## src/rtl/cwf_pkg.sv

```systemverilog
package cwf_pkg;
  typedef enum logic {
    ST_IDLE = 1'b0,
    ST_SEND = 1'b1
  } frame_state_e;
endpackage

```

## src/rtl/cwf_line_store.sv

```systemverilog
module cwf_line_store #(
  parameter int NUM_WORDS = 8,
  parameter int WORD_W    = 64,
  parameter int IDX_W     = $clog2(NUM_WORDS),
  parameter int META_W    = WORD_W - IDX_W
) (
  input  logic                        clk,
  input  logic                        rst_n,
  input  logic                        load_i,
  input  logic [NUM_WORDS*WORD_W-1:0] line_i,
  input  logic [IDX_W-1:0]            crit_i,
  input  logic [META_W-1:0]           meta_i,
  input  logic [IDX_W-1:0]            sel_i,
  output logic [WORD_W-1:0]           word_o,
  output logic [IDX_W-1:0]            crit_o,
  output logic [META_W-1:0]           meta_o
);
  logic [WORD_W-1:0] words_q [NUM_WORDS];
  logic [IDX_W-1:0]  crit_q;
  logic [META_W-1:0] meta_q;

  for (genvar g = 0; g < NUM_WORDS; g++) begin : g_word
    always_ff @(posedge clk or negedge rst_n) begin
      if (!rst_n) begin
        words_q[g] <= '0;
      end else if (load_i) begin
        words_q[g] <= line_i[g*WORD_W +: WORD_W];
      end
    end
  end

  always_ff @(posedge clk or negedge rst_n) begin
    if (!rst_n) begin
      crit_q <= '0;
      meta_q <= '0;
    end else if (load_i) begin
      crit_q <= crit_i;
      meta_q <= meta_i;
    end
  end

  assign word_o = words_q[sel_i];
  assign crit_o = crit_q;
  assign meta_o = meta_q;
endmodule

```

## src/rtl/cwf_order_gen.sv

```systemverilog
module cwf_order_gen #(
  parameter int NUM_WORDS = 8,
  parameter int IDX_W     = $clog2(NUM_WORDS),
  parameter int CNT_W     = $clog2(NUM_WORDS + 1)
) (
  input  logic [CNT_W-1:0] beat_i,
  input  logic [IDX_W-1:0] crit_i,
  output logic             is_hdr_o,
  output logic             is_last_o,
  output logic [IDX_W-1:0] word_idx_o
);
  localparam logic [CNT_W-1:0] LAST_BEAT  = CNT_W'(NUM_WORDS);
  localparam logic [CNT_W-1:0] FIRST_REST = CNT_W'(2);

  logic [CNT_W-1:0] crit_ext;
  logic [CNT_W-1:0] rest_pos;
  logic [CNT_W-1:0] pick;

  assign crit_ext = CNT_W'(crit_i);
  assign rest_pos = beat_i - FIRST_REST;

  always_comb begin
    if (beat_i < FIRST_REST) begin
      pick = crit_ext;
    end else if (rest_pos < crit_ext) begin
      pick = rest_pos;
    end else begin
      pick = rest_pos + CNT_W'(1);
    end
  end

  assign is_hdr_o   = (beat_i == '0);
  assign is_last_o  = (beat_i == LAST_BEAT);
  assign word_idx_o = pick[IDX_W-1:0];
endmodule

```

## src/rtl/cwf_frame_ctrl.sv

```systemverilog
module cwf_frame_ctrl #(
  parameter int CNT_W = 4
) (
  input  logic             clk,
  input  logic             rst_n,
  input  logic             start_i,
  input  logic             ready_i,
  input  logic             is_last_i,
  output logic             load_o,
  output logic             active_o,
  output logic [CNT_W-1:0] beat_o
);
  import cwf_pkg::*;

  frame_state_e     state_q, state_d;
  logic [CNT_W-1:0] beat_q, beat_d;
  logic             beat_en;

  always_comb begin
    state_d = state_q;
    beat_d  = beat_q;
    beat_en = 1'b0;
    load_o  = 1'b0;
    unique case (state_q)
      ST_IDLE: begin
        if (start_i) begin
          load_o  = 1'b1;
          state_d = ST_SEND;
          beat_d  = '0;
          beat_en = 1'b1;
        end
      end
      ST_SEND: begin
        if (ready_i) begin
          if (is_last_i) begin
            state_d = ST_IDLE;
          end else begin
            beat_d  = beat_q + CNT_W'(1);
            beat_en = 1'b1;
          end
        end
      end
      default: state_d = ST_IDLE;
    endcase
  end

  always_ff @(posedge clk or negedge rst_n) begin
    if (!rst_n) begin
      state_q <= ST_IDLE;
    end else begin
      state_q <= state_d;
    end
  end

  always_ff @(posedge clk or negedge rst_n) begin
    if (!rst_n) begin
      beat_q <= '0;
    end else if (beat_en) begin
      beat_q <= beat_d;
    end
  end

  assign active_o = (state_q == ST_SEND);
  assign beat_o   = beat_q;
endmodule

```

## src/rtl/cwf_packetizer.sv

```systemverilog
module cwf_packetizer #(
  parameter int NUM_WORDS = 8,
  parameter int WORD_W    = 64,
  parameter int IDX_W     = $clog2(NUM_WORDS),
  parameter int META_W    = WORD_W - IDX_W
) (
  input  logic                        clk,
  input  logic                        rst_n,
  input  logic                        start_i,
  input  logic [NUM_WORDS*WORD_W-1:0] line_i,
  input  logic [IDX_W-1:0]            crit_idx_i,
  input  logic [META_W-1:0]           meta_i,
  output logic                        busy_o,
  output logic                        out_valid_o,
  input  logic                        out_ready_i,
  output logic [WORD_W-1:0]           out_data_o,
  output logic                        out_hdr_o,
  output logic                        out_last_o
);
  localparam int CNT_W = $clog2(NUM_WORDS + 1);

  logic             load;
  logic             active;
  logic [CNT_W-1:0] beat;
  logic             is_hdr;
  logic             is_last;
  logic [IDX_W-1:0] word_idx;
  logic [WORD_W-1:0] word;
  logic [IDX_W-1:0] crit_q;
  logic [META_W-1:0] meta_q;

  cwf_frame_ctrl #(.CNT_W(CNT_W)) u_ctrl (
    .clk       (clk),
    .rst_n     (rst_n),
    .start_i   (start_i),
    .ready_i   (out_ready_i),
    .is_last_i (is_last),
    .load_o    (load),
    .active_o  (active),
    .beat_o    (beat)
  );

  cwf_order_gen #(.NUM_WORDS(NUM_WORDS), .IDX_W(IDX_W), .CNT_W(CNT_W)) u_order (
    .beat_i     (beat),
    .crit_i     (crit_q),
    .is_hdr_o   (is_hdr),
    .is_last_o  (is_last),
    .word_idx_o (word_idx)
  );

  cwf_line_store #(.NUM_WORDS(NUM_WORDS), .WORD_W(WORD_W), .IDX_W(IDX_W), .META_W(META_W)) u_store (
    .clk    (clk),
    .rst_n  (rst_n),
    .load_i (load),
    .line_i (line_i),
    .crit_i (crit_idx_i),
    .meta_i (meta_i),
    .sel_i  (word_idx),
    .word_o (word),
    .crit_o (crit_q),
    .meta_o (meta_q)
  );

  assign busy_o      = active;
  assign out_valid_o = active;
  assign out_hdr_o   = active & is_hdr;
  assign out_last_o  = active & is_last;
  assign out_data_o  = is_hdr ? {meta_q, crit_q} : word;
endmodule

```

## config.mk

```make
export PLATFORM = sky130hd
export DESIGN_NAME = cwf_packetizer
export DESIGN_NICKNAME = d
export VERILOG_FILES = /design/src/rtl/cwf_pkg.sv /design/src/rtl/cwf_line_store.sv /design/src/rtl/cwf_order_gen.sv /design/src/rtl/cwf_frame_ctrl.sv /design/src/rtl/cwf_packetizer.sv
export SDC_FILE = /design/constraint.sdc
export NUM_CORES = 1
export LEC_CHECK = 0
export BUFFER_PORTS_ARGS = -buffer_cell sky130_fd_sc_hd__buf_2
export CORE_ASPECT_RATIO = 2
export CORE_MARGIN = 2
export CORE_UTILIZATION = 57
export DETAILED_ROUTE_END_ITERATION = 12
export PLACE_DENSITY = 0.89
export SYNTH_ARGS = -nofsm -noshare
export SYNTH_HDL_FRONTEND = slang
export SYNTH_SLANG_ARGS = --single-unit
```

## constraint.sdc

```tcl
create_clock -name clk -period 4.3 [get_ports clk]
set_input_delay 0.215 -clock clk [delete_from_list [all_inputs] [get_ports clk]]
set_output_delay 0.215 -clock clk [all_outputs]
set_load 0.005 [all_outputs]
```

==> out/qor.yml, run 1 <==
outcome:
  status: "aborted with a tool error"
  stop_stage: "5_1_grt"
  error: "[ERROR GRT-0232] Routing congestion too high. Check the congestion heatmap in the GUI."
clock_network:
  cts_max_path_buffers: 3
  cts_buffers: 54
  cts.sinks: 581
  cts_root_buffer: "clkbuf_16"
  cts_htree_levels: 2
synth:
  synth_area_per_cell_um2: 7.72
  syn_inst: 4698
  yosysMostFrequentCell: "nand2_1"
  synth_seq_cells: 581
  synth_ff_type: "dfrtp_1"
  synth_top_area_cell: "dfrtp_1"
  yosysUniqueCellTypes: 40
  netlist_top_cells_area: "dfrtp_1, nand2_1, mux2i_1, o211ai_1, nand3_1"
  syn_area_um2: 36300
  async_flop_share: 1.00
  ys_warn_count: 0
  seq_area_frac_synth: 0.401
  synth_edf_count: 0
  syn_nets: 5285
  synth.top_cell.area_share: 0.401
  synth_commonest_cells: "nand2_1, dfrtp_1, mux2i_1, o211ai_1, nand3_1"
timing:
  postGrtWorstEndpoint: "out_data_o[21]"
  worst_endpoint_kind: "top-level output"
floorplanning:
  ioPinCount: 648
  start_util: 0.576
  row_count: 130
  die-width_um: 182
  die_h_um: 361
placement:
  dpl_cell_area_um2: 40100
  globalplace.congestion: 0.937
  numPortBuffers: 647
  place_hpwl_um: 87300
grt:
  grt_max_degree: 268
  grt_use_total: 0.625
  antenna_found_initial: 72
  overflow: 61
## metal layers
metal  global-route usage  GRT overflow
met4                0.562            29
met1                0.650             1
met3                0.420             0
met2                0.819            31
met5                0.217             0
## stage by stage
stage                     instances  worst slack [ns]
after CTS                      6502           0.00850
after floorplan                4698              1.09
after detailed placement       5806             0.246
after global placement         5806             0.243
## timing repair
item / CTS
resized for setup: 30
endpoints found under the setup margin: 64
pin swaps: 5
buffers inserted: 10
endpoints found under the hold margin: 641
gates cloned: 9
hold buffers: 579
## cells by family after synthesis
group                      synth area share
AOI/OAI and AO/OA                     0.148
and+or+nand+nor                       0.259
xor gates and xnor gates           0.000724
adders and majority gates           0.00241
buffers and inverters                0.0472
muxes                                 0.142
DFF                                   0.401
==> run 2, diff against run 1 <==
CORE_ASPECT_RATIO = not set   (was 2)
CORE_UTILIZATION = 40   (was 57)
PLACE_DENSITY = not set   (was 0.89)
PLACE_DENSITY_LB_ADDON = 0.15   (was not set)
==> out/qor.yml, run 2 <==
outcome:
  status: "finished, final reports clean"  # was aborted with a tool error
drt:
  drtAntennaViolNets: 0
  vias_per_cell: 5.55
  drc: 0
  first_iter_violations: 3698
  vias: 38618
  routed_wl_um: 145000
  dr.pass1.iters: 6
  wl_per_cell_um: 20.9
critical_path:
  required_ns: 4.09
  cp_top_family: "buffers and inverters"
  slowest_stage: "or4b_4"
  crit_fanout: 24
  crit_type: "flop to output pin"
  endpoint_kind: "output pin"
  arrival_ns: 3.94
  path_cells: "inv_4 > ha_1 > inv_1 > ha_1 > o21a_4 > a211oi_4 > buf_4 > mux2i_2 > or4b_4 > buf_12 > a21oi_1 > a221oi_2 > buf_4 > buf_2"
  crit_buf_inv: 6
  max_stage_delay_ns: 0.58
  cp-start-kind: "flop"
grt:
  grt_pass1_vias: 37802
  grt_pass1_wl_um: 222000
  overflow: 0
  grt_use_total: 0.301
  antenna_found_initial: 5
  grt_max_degree: 249
clock_network:
  cts_root_buffer: "clkbuf_16"  # unchanged
  cts.sinks: 581  # unchanged
  clock_latency_ns: 0.62
  cts_max_path_buffers: 3  # unchanged
  cts_htree_levels: 3  # was 2
  cts_tree: "yes"
  cts_buffers: 71  # was 54
  clk_pin_slew_ns: 0.06
synth:
  synth_seq_cells: 581  # unchanged
  netlist_top_cells_area: "dfrtp_1, nand2_1, mux2i_1, o211ai_1, nand3_1"  # unchanged
  yosysUniqueCellTypes: 40  # unchanged
  synth_top_area_cell: "dfrtp_1"  # unchanged
  ys_warn_count: 0  # unchanged
  yosysMostFrequentCell: "nand2_1"  # unchanged
  synth_area_per_cell_um2: 7.72  # unchanged
  seq_area_frac_synth: 0.401  # unchanged
  syn_nets: 5285  # unchanged
  async_flop_share: 1.00  # unchanged
  synth_edf_count: 0  # unchanged
  syn_inst: 4698  # unchanged
  synth.top_cell.area_share: 0.401  # unchanged
  synth_commonest_cells: "nand2_1, dfrtp_1, mux2i_1, o211ai_1, nand3_1"  # unchanged
  syn_area_um2: 36300  # unchanged
  synth_ff_type: "dfrtp_1"  # unchanged
final_layout:
  mostFrequentLayoutCell: "nand2_1"
  register_area_um2: 14500
  multi_input_area_um2: 20500
  stdcell_count: 6956
  final_nets: 6315
  post-route-cell-area_um2: 49900
  largest_register_ffs: 512
  area_delta_synth_final_pct: 37.6
  final_cell_mix: "nand2_1, buf_2, dlygate4sd3_1"
  drive_gt1_frac: 0.168
  fill_cells: 8087
  top_register: "u_store.words_q"
timing:
  finalSetupViolCount: 0
  final-max-slew-violation-count: 0
  clock_skew_ns: 0.0271
  fin_setup_tns_ns: 0
  min_period_ns: 4.16
  fin_crit_sh: 0.967
  final-hold-violation-count: 0
  tightest_slew_ns: 1.28
  fmax_ghz: 0.241
  layout_setup_ws_ns: 0.142
  slew_headroom: 0.146
floorplanning:
  die_area_um2: 93100
  row_count: 110  # was 130
  core_area_um2: 90000
  die_h_um: 305  # was 361 um
  die-width_um: 305  # was 182 um
  ioPinCount: 648  # unchanged
  start_util: 0.403  # was 0.576
run:
  cap_violations: 0
placement:
  dp_cells: 6213  # was 5,806
  numPortBuffers: 647  # unchanged
  dpl_cell_area_um2: 40900  # was 40,100 um^2
  preCtsSetupSlack_ns: 0.371  # was 0.246 ns
  globalplace.congestion: 0.860  # was 0.937
  place_hpwl_um: 86000  # was 87,300 um
hold_path:
  hold_class: "input pin to flop"
[run 2: area by class of cell]
type | instances | area share
diodes | 2 | 0.000100
repair buffers | 1368 | 0.222
flip-flops and latches | 581 | 0.291
clock buffers | 109 | 0.0427
multi-input cells | 3700 | 0.410
clock inverters | 14 | 0.00328
inverters | 6 | 0.000501
well taps | 1176 | 0.0295
[run 2: worst paths after layout]
path                                                 from                               end  slack (ns)  depth (start not counted)
max                          u_ctrl.beat_o[1]$_DFFE_PN0P_                    out_data_o[41]        0.14                         14
max reg2reg                     u_ctrl.active_o$_DFF_PN0_  u_store.words_q[395]$_DFFE_PN0P_        1.99                          4
min in group asynchronous                           rst_n  u_store.words_q[260]$_DFFE_PN0P_        0.13                          2
max in group asynchronous                           rst_n  u_store.words_q[392]$_DFFE_PN0P_        2.88                          4
min reg2reg                u_store.meta_o[24]$_DFFE_PN0P_    u_store.meta_o[24]$_DFFE_PN0P_        0.47                          2
min                                               start_i  u_store.words_q[109]$_DFFE_PN0P_        0.09                          4
[run 2: per-layer routing]
| layer | global-route usage | up-vias | wire (um) |
|---|---|---|---|
| li1 | - | 18139 | - |
| met1 | 0.398 | 18587 | 61700 |
| met2 | 0.477 | 1502 | 66600 |
| met3 | 0.0403 | 386 | 8660 |
| met4 | 0.163 | 4 | 8170 |
| met5 | 0 | - | 28 |
[run 2: worst reg2reg max path, cell delays in order (launching register included)]
cell and delay [ns]:
dfrtp_1 0.56, nor2b_4 0.42, buf_12 0.59, nand2_1 0.52, nand2_1 0.14
[run 2: stage by stage]
stage,hold WS [ns],utilization
final,0.0858,0.555
after floorplan,-0.0806,-
after global routing,0.0980,0.555
after detailed placement,0.221,0.454
after CTS,0.0700,0.548
after global placement,0.221,0.454
[run 2: cell families (layout without fill, tap and decap cells)]
| logic type | count (synthesis) | count (layout) | synth area share |
|---|---|---|---|
| muxes | 513 | 513 | 0.142 |
| adders and majority gates | 7 | 7 | 0.00241 |
| xor gates and xnor gates | 3 | 3 | 0.000724 |
| and+or+nand+nor | 2391 | 2391 | 0.259 |
| other | 0 | 2 | 0 |
| DFF | 581 | 581 | 0.401 |
| AOI/OAI and AO/OA | 785 | 786 | 0.148 |
| buffers and inverters | 418 | 1497 | 0.0472 |
[run 2: what timing repair did]
item / CTS / global route
setup endpoints to repair: 64 / 63
hold buffers: 579 / 0
resized for setup: 24 / 60
pin swaps: 4 / 10
endpoints found under the hold margin: 631 / 0
gates cloned: 4 / 5
setup buffers: 7 / 23
Power of run 2 is not shown: default switching activity piles up to over one toggle a cycle in this logic, so the estimate is an artifact.
